## config.mk

```make
export PLATFORM = sky130hd
export DESIGN_NAME = batt_pass_ctrl
export DESIGN_NICKNAME = d
export VERILOG_FILES = /design/src/rtl/batt_pass_pkg.sv /design/src/rtl/bp_sync.sv /design/src/rtl/bp_lockout.sv /design/src/rtl/bp_fsm.sv /design/src/rtl/batt_pass_ctrl.sv
export SDC_FILE = /design/constraint.sdc
export NUM_CORES = 1
export LEC_CHECK = 0
export ABC_AREA = 0
export BUFFER_PORTS_ARGS = -buffer_cell sky130_fd_sc_hd__buf_2
export CORE_UTILIZATION = 43
export CTS_CLUSTER_DIAMETER = 30
export DETAILED_ROUTE_END_ITERATION = 12
export PLACE_DENSITY = 0.78
export RECOVER_POWER = 100
export SYNTH_ARGS = -nofsm -noshare
export SYNTH_HDL_FRONTEND = slang
export SYNTH_SLANG_ARGS = --single-unit
```

## constraint.sdc

```tcl
create_clock -name clk -period 1.1 [get_ports clk]
set_input_delay 0.11 -clock clk [delete_from_list [all_inputs] [get_ports clk]]
set_output_delay 0.11 -clock clk [all_outputs]
set_load 0.1 [all_outputs]
```

## src/rtl/batt_pass_pkg.sv

```systemverilog
package batt_pass_pkg;
  typedef enum logic [1:0] {
    ST_COLD      = 2'd0,
    ST_CONN_CHG  = 2'd1,
    ST_CONN_HOLD = 2'd2,
    ST_DISC      = 2'd3
  } bp_state_e;

  localparam int unsigned CMP_W = 5;
  localparam int unsigned IDX_EOC_HI = 0;
  localparam int unsigned IDX_EOC_LO = 1;
  localparam int unsigned IDX_UVP_LO = 2;
  localparam int unsigned IDX_UVLO_HI = 3;
  localparam int unsigned IDX_UVLO_LO = 4;
endpackage

```

## src/rtl/bp_sync.sv

```systemverilog
module bp_sync #(
  parameter int unsigned WIDTH  = 5,
  parameter int unsigned STAGES = 2
) (
  input  logic             clk,
  input  logic             rst,
  input  logic [WIDTH-1:0] d,
  output logic [WIDTH-1:0] q
);
  logic [WIDTH-1:0] chain [STAGES];

  genvar g;
  generate
    for (g = 0; g < STAGES; g++) begin : g_stage
      always_ff @(posedge clk) begin
        if (rst) chain[g] <= '0;
        else if (g == 0) chain[g] <= d;
        else chain[g] <= chain[(g == 0) ? 0 : g-1];
      end
    end
  endgenerate

  assign q = chain[STAGES-1];
endmodule

```

## src/rtl/bp_lockout.sv

```systemverilog
module bp_lockout (
  input  logic clk,
  input  logic rst,
  input  logic above_hi,
  input  logic below_lo,
  output logic run_ok
);
  always_ff @(posedge clk) begin
    if (rst)           run_ok <= 1'b0;
    else if (below_lo) run_ok <= 1'b0;
    else if (above_hi) run_ok <= 1'b1;
  end
endmodule

```

## src/rtl/bp_fsm.sv

```systemverilog
module bp_fsm
  import batt_pass_pkg::*;
(
  input  logic      clk,
  input  logic      rst,
  input  logic      eoc_hi,
  input  logic      eoc_lo,
  input  logic      uvp_lo,
  output bp_state_e state
);
  bp_state_e nxt;

  always_comb begin
    nxt = state;
    unique case (state)
      ST_COLD:      if (eoc_hi) nxt = ST_CONN_HOLD;
      ST_CONN_CHG:  if (uvp_lo) nxt = ST_DISC;
                    else if (eoc_hi) nxt = ST_CONN_HOLD;
      ST_CONN_HOLD: if (uvp_lo) nxt = ST_DISC;
                    else if (eoc_lo) nxt = ST_CONN_CHG;
      ST_DISC:      if (eoc_hi) nxt = ST_CONN_HOLD;
      default:      nxt = ST_COLD;
    endcase
  end

  always_ff @(posedge clk) begin
    if (rst) state <= ST_COLD;
    else     state <= nxt;
  end
endmodule

```

## src/rtl/batt_pass_ctrl.sv

```systemverilog
module batt_pass_ctrl
  import batt_pass_pkg::*;
#(
  parameter int unsigned SYNC_STAGES = 2
) (
  input  logic clk,
  input  logic rst,
  input  logic cmp_eoc_above,
  input  logic cmp_eoc_below_hys,
  input  logic cmp_uvp_below,
  input  logic cmp_uvlo_above,
  input  logic cmp_uvlo_below,
  input  logic ldo_a_req,
  input  logic ldo_b_req,
  output logic pass_close,
  output logic conv_en,
  output logic ldo_a_en,
  output logic ldo_b_en,
  output logic conn_n,
  output logic chg_n
);
  logic [CMP_W-1:0] cmp_raw;
  logic [CMP_W-1:0] cmp_s;
  bp_state_e        state_q;
  logic             run_ok;
  logic             closed;
  logic             run_now;

  assign cmp_raw[IDX_EOC_HI]  = cmp_eoc_above;
  assign cmp_raw[IDX_EOC_LO]  = cmp_eoc_below_hys;
  assign cmp_raw[IDX_UVP_LO]  = cmp_uvp_below;
  assign cmp_raw[IDX_UVLO_HI] = cmp_uvlo_above;
  assign cmp_raw[IDX_UVLO_LO] = cmp_uvlo_below;

  bp_sync #(.WIDTH(CMP_W), .STAGES(SYNC_STAGES)) u_sync (
    .clk (clk),
    .rst (rst),
    .d   (cmp_raw),
    .q   (cmp_s)
  );

  bp_lockout u_lockout (
    .clk      (clk),
    .rst      (rst),
    .above_hi (cmp_s[IDX_UVLO_HI]),
    .below_lo (cmp_s[IDX_UVLO_LO]),
    .run_ok   (run_ok)
  );

  bp_fsm u_fsm (
    .clk    (clk),
    .rst    (rst),
    .eoc_hi (cmp_s[IDX_EOC_HI]),
    .eoc_lo (cmp_s[IDX_EOC_LO]),
    .uvp_lo (cmp_s[IDX_UVP_LO]),
    .state  (state_q)
  );

  assign closed  = (state_q == ST_CONN_CHG) || (state_q == ST_CONN_HOLD);
  assign run_now = run_ok && (state_q != ST_CONN_HOLD);

  always_ff @(posedge clk) begin
    if (rst) begin
      pass_close <= 1'b0;
      conn_n     <= 1'b1;
      conv_en    <= 1'b0;
      chg_n      <= 1'b1;
      ldo_a_en   <= 1'b0;
      ldo_b_en   <= 1'b0;
    end else begin
      pass_close <= closed;
      conn_n     <= ~closed;
      conv_en    <= run_now;
      chg_n      <= ~run_now;
      ldo_a_en   <= ldo_a_req & closed;
      ldo_b_en   <= ldo_b_req & closed;
    end
  end
endmodule

```

# [Word-level counts from Yosys, hierarchy flattened]
# Memories as Yosys holds them, arrays and structs flattened.
# Index checks and enable logic that the tools add are counted.
[totals] mem_bits_rw=10 input_bits=9 wordCells=35 memories=1 register_bits=9 out_inout_bits=6
[op_classes] n_mux=10 bitwise=6 eq_ne=5 n_reduce_logical=5
[mem_list] memory="u_sync.chain" words=2 width=5 rd=2 rd_clocked_by_memory_dff=0 wr=2 line_no="bp_sync.sv:10" source="logic [WIDTH-1:0] chain [STAGES];"
[op_table] operator="5-bit two-way mux" count=2
[op_table] operator="2-bit two-way mux" count=4
[op_table] operator="2-bit case mux with 3 select lines" count=1
[op_table] operator="2-bit == test, second input constant" count=2
[op_table] operator="2-bit OR reduction" count=2
[op_table] operator="1-bit two-way mux" count=3
[op_table] operator="3-bit != test, second input constant" count=1
[op_table] operator="1-bit bitwise AND" count=2
[op_table] operator="2-bit by 1-bit == test with 1-bit output, second input constant" count=1
[op_table] operator="2-bit zero test" count=1
[op_table] operator="2-bit != test, second input constant" count=1
[op_table] operator="1-bit inverter" count=2
[op_table] operator="1-bit OR" count=2
[op_table] operator="1-bit logical AND" count=1
[op_table] operator="1-bit logical OR" count=1

# [Logic depth before layout (Yosys ltp)]
[depth] depth_word=3 depth_mapped=6 ltp_nobuf=6

# [Hierarchy]
# Synthesis repeated with hierarchy kept, for this count alone.
[unflattened] cells_unflattened=55 area_unflattened_um2=629.4
[modules_own_cells] mod="bp_sync" seq_area_each_um2=200.2 n_inst=1 area_each_um2=262.8 cells_per_inst=20
[modules_own_cells] mod="batt_pass_ctrl" seq_area_each_um2=120.1 n_inst=1 area_each_um2=177.7 cells_per_inst=14
[modules_own_cells] mod="bp_fsm" seq_area_each_um2=40.0 n_inst=1 area_each_um2=155.1 cells_per_inst=18
[modules_own_cells] mod="bp_lockout" seq_area_each_um2=20.0 n_inst=1 area_each_um2=33.8 cells_per_inst=3

# [Worst setup path after synthesis]
# Ideal clock, no wire load.
[synth_path] kind="flip-flop to flip-flop" start="register u_fsm.state[0]" end="register u_fsm.state[1]" path_buffers=0 t_required_ps=981 stages_incl_launch_ff=7 arrival_ps=1019 setup_slack_ps=-38 cell_sequence="dfxtp_1 -> inv_1 -> ha_1 -> nor2_1 -> o21ai_0 -> nand2_1 -> a21oi_1"
[synth_via] elab_chain_len=3 word_cells_on_any_way=7 classes_between="4 x eq/ne; 1 x mux; 2 x reduce/logical"
[synth_rtl] item="start: declaration" line_no="bp_fsm.sv:9" source="output bp_state_e state"
[synth_rtl] item="start signal: assignment" line_no="bp_fsm.sv:28" source="else state <= nxt;"
[synth_rtl] item="2-bit == test / 2-bit zero test (equally long branches)" line_no="bp_fsm.sv:15" source="unique case (state)"
[synth_rtl] item="2-bit OR reduction (no line)"
[synth_rtl] item="2-bit case mux with 3 select lines" line_no="bp_fsm.sv:15"
# Parallel ways exist; a longest one is shown, timed or not.
# A chain may end at the register's enable or synchronous reset.

# [Worst setup path after layout]
# Same ends and word-level chain as after synthesis.

==> results.tsv <==
stage	metric	value	unit
synthesis	mux contribution to synthesized area	0	%
pwr	Logic pwr share	43.9	%
routing	Routed WL	1181	µm
sta	worst-margin pin slew	0.2892	ns
clocking	CTS tree	yes	
sta	post-route setup TNS	-0.08051	ns
place	post-DP HPWL	788.4	µm
synthesis	Synth Instances	59	
routing	ANT nets after route	0	
pwr	Sw Ratio	40.71	%
clocking	CTS Root Cell	clkbuf_4	
worst_setup_path	Worst Path Arrival	1.37	ns
synthesis	complex-gate fraction of the synthesized area	7.362	%
worst_setup_path	CP Class	reg2reg	
clocking	clock sinks	19	
sta	worst rel slew slack	80.88	%
floorplan	die span in x	39.72	µm
routing	WL/cell	12.70	µm
pwr	VDD IR max	0.001360	V
clocking	H-tree Lvls	1	
sta	post-route minimum period	1.149	ns
synthesis	XOR/XNOR Fraction of Synth Area	0	%
pwr	leakage power	0.0003410	µW
grt	largest net degree at the start of global routing	12	
pwr	Power Total	2138	µW
clocking	Clock Latency Late Sink	0.29	ns
routing	detailed-route DRC error count	0	
floorplan	Die Y	39.72	µm
pwr	sw power	870.4	µW
pwr	clock share of power	15.7	%
place	Buffers on Ports	14	
outcome	failing checks	negative setup slack	
clocking	Reg clk slew, reported paths	0.10	ns
routing	DRT Pass-1 Iters	4	
grt	initial antenna violation count	0	
cells_and_area	ant diodes	0	
synthesis	Simple-Gate Fraction of Synth Area	21.06	%
worst_setup_path	cells along the critical path	inv_4 -> ha_4 -> nor2_4 -> o21ai_1 -> o21ai_1 -> a21oi_1	
pwr	PwrDens	2539	nW/µm²
grt	vias in the first global route	379	
floorplan	cell row count	13	
cells_and_area	share of cells above drive strength 1	42.31	%
routing	1st-iter DRT viols	7	
cells_and_area	Layout Cells excl Fill	93	
routing	vias	445	
sta	Final Worst Setup Slack	-0.04904	ns
flow_run	max-cap violations	0	
grt	GR Util All Layers	16.79	%
worst_setup_path	nature of the critical path endpoint	flop	
worst_setup_path	WP buf/inv	1	
cells_and_area	Syn-to-layout area delta	37.63	%
sta	final setup vio count	2	
synthesis	mapped cell area	611.8	µm²
clocking	# hold bufs at CTS	0	
grt	first-pass GRT wire length	1607	µm
worst_setup_path	Crit path max-delay family	flip-flops	
place	Placer Congestion	0.6968	
synthesis	register area share after synthesis	62.17	%
pwr	Seq pwr share	40.3	%
routing	vias per inst	4.785	
floorplan	I/O pins	15	
floorplan	Initial Utilization	46.44	%
sta	Max Slew Vio Count	0	
sta	Setup Skew	0.005085	ns
place	DP Cell Count	88	
sta	RSZ-0062 raised after global routing	yes	
worst_setup_path	crit path max fanout	3	
synthesis	Mapped Avg Cell Area	10.37	µm²
synthesis	post-synthesis adder-cell area fraction	6.135	%
synthesis	synth warn	0	
cells_and_area	Net count, final	91	
floorplan	core area	1318	µm²
sta	final cycle utilization of the critical path	104.5	%
cells_and_area	fill count	100	
hold_path	Worst Hold Class	in2reg	
synthesis	Seq cells post-synth	19	
clocking	Inserted Clock Buffers	3	
grt	Overflow after GRT	0	
synthesis	main combinational cell family by area after synthesis	simple AND/OR/NAND/NOR gates	
clocking	CTS Buffer Depth	2	
worst_setup_path	critical path startpoint category	flop	
sta	Fmax achieved	870.3	MHz
synthesis	synth unique cells	15	
floorplan	Die Area	1578	µm²
worst_setup_path	CP required	1.32	ns
worst_setup_path	CP max-delay cell	dfxtp_4	
synthesis	Post-Synthesis Net Count	71	
outcome	outcome	finished, violations left	
worst_setup_path	Critical Path Max Stage Delay	0.39	ns
worst_setup_path	most frequent CP cell	o21ai_1	
sta	final hold violation count	0	
pwr	Pint	1267	µW
==> registers in the layout (all words and copies together), names as in the netlist <==
signal	count
u_sync.chain	10
pass_close	1
u_lockout.run_ok	1
conn_n	1
ldo_a_en	1
u_fsm.state	2
ldo_b_en	1
conv_en	1
chg_n	1
==> per-layer routing <==
layer	vias to the layer above	wire length, µm	global-route usage [%]	share of wire (%)
met5	-	0	0	0
met4	0	0	12.93	0
met3	0	21	3.409	1.8
met2	10	656	29.10	56
met1	211	503	17.25	43
li1	224	-	-	-
==> power by group through the flow <==
| stage | combinational (µW) | clock, µW | sequential (µW) |
|---|---|---|---|
| 3_5_place_dp | 845 | 0 | 865 |
| 3_3_place_gp | 812 | 0 | 857 |
| 6_report | 940 | 336 | 862 |
| 4_1_cts | 933 | 347 | 859 |
| 2_1_floorplan | 277 | 0 | 1140 |
| 5_1_grt | 988 | 374 | 876 |
==> worst paths after layout <==
path	slack (ns)	from	depth (start not counted)	end
worst max-delay path	-0.05	u_fsm.state[0]$_SDFFE_PP0P_	6	u_fsm.state[1]$_SDFFE_PP0P_
worst min-delay path	0.02	ldo_b_req	2	ldo_b_en$_SDFF_PP0_
worst max register to register	-0.05	u_fsm.state[0]$_SDFFE_PP0P_	6	u_fsm.state[1]$_SDFFE_PP0P_
worst min register to register	0.43	u_sync.chain[1][4]$_SDFF_PP0_	1	u_lockout.run_ok$_SDFFE_PP0P_
==> metrics by stage <==
stage	utilization, %	instance area (µm²)	worst slack [ns]	hold WS [ns]
floorplan	-	628.1	0.02388	0.1816
global placement	61.44	809.5	-0.01356	0.3118
detailed placement	61.44	809.5	-0.1186	0.3204
CTS	66.00	869.6	-0.04658	0.009718
global route	63.91	842.1	-0.08681	0.01004
finish	63.91	842.1	-0.04904	0.01591
==> cells in the mapped netlist, drive strengths merged <==
master  instances  area [µm²]
nand2b          1       6.260
o21ai           3       15.01
and2            3       18.77
nand2           3       11.26
dfxtp          19       380.4
inv             4       15.01
a21oi           2       10.01
buf             1       5.000
ha              3       37.54
nor3            1       5.000
o21a            1       7.510
nor2b          11       68.82
nor2            5       18.77
o22ai           2       12.51
==> cell families after synthesis <==
group,after synthesis
buffers and inverters,5
AO/OA/AOI/OAI,8
AND/OR/NAND/NOR,24
adder cells (fa/ha/maj),3
flip-flops,19
==> layout make-up <==
| cell class | count | area, µm² | area share (%) |
|---|---|---|---|
| Sequential cell | 19 | 387.9 | 46.06 |
| Multi-Input combinational cell | 35 | 290.3 | 34.47 |
| Timing Repair Buffer | 16 | 100.1 | 11.89 |
| Clock buffer | 3 | 22.52 | 2.675 |
| Tap cell | 15 | 18.77 | 2.229 |
| Inverter | 4 | 17.52 | 2.080 |
| Clock inverter | 1 | 5.005 | 0.5944 |
==> timing repair <==
| action | in CTS | in global routing |
|---|---|---|
| pin swaps | 5 | 5 |
| resized for setup | 8 | 9 |
| buffers inserted | 1 | 0 |
| setup endpoints to repair | 2 | 6 |
==> cells in the final DEF (no fill, tap or decap) <==
master and n:
dfxtp_1 17, o21ai_1 2, nor2_1 3, a21oi_1 1
and2_1 3, o22ai_2 2, a21oi_2 1, nor2_2 1
nor2b_1 10, nand2_1 3, o21ai_0 1, dfxtp_4 2
buf_2 8, inv_4 1, o21a_1 1, clkbuf_4 3
nor3_1 1, buf_4 8, nand2b_4 1, ha_4 3
nor2b_4 1, nor2_4 1, clkinv_2 1, inv_1 3
(Power assumes the default switching activity.)
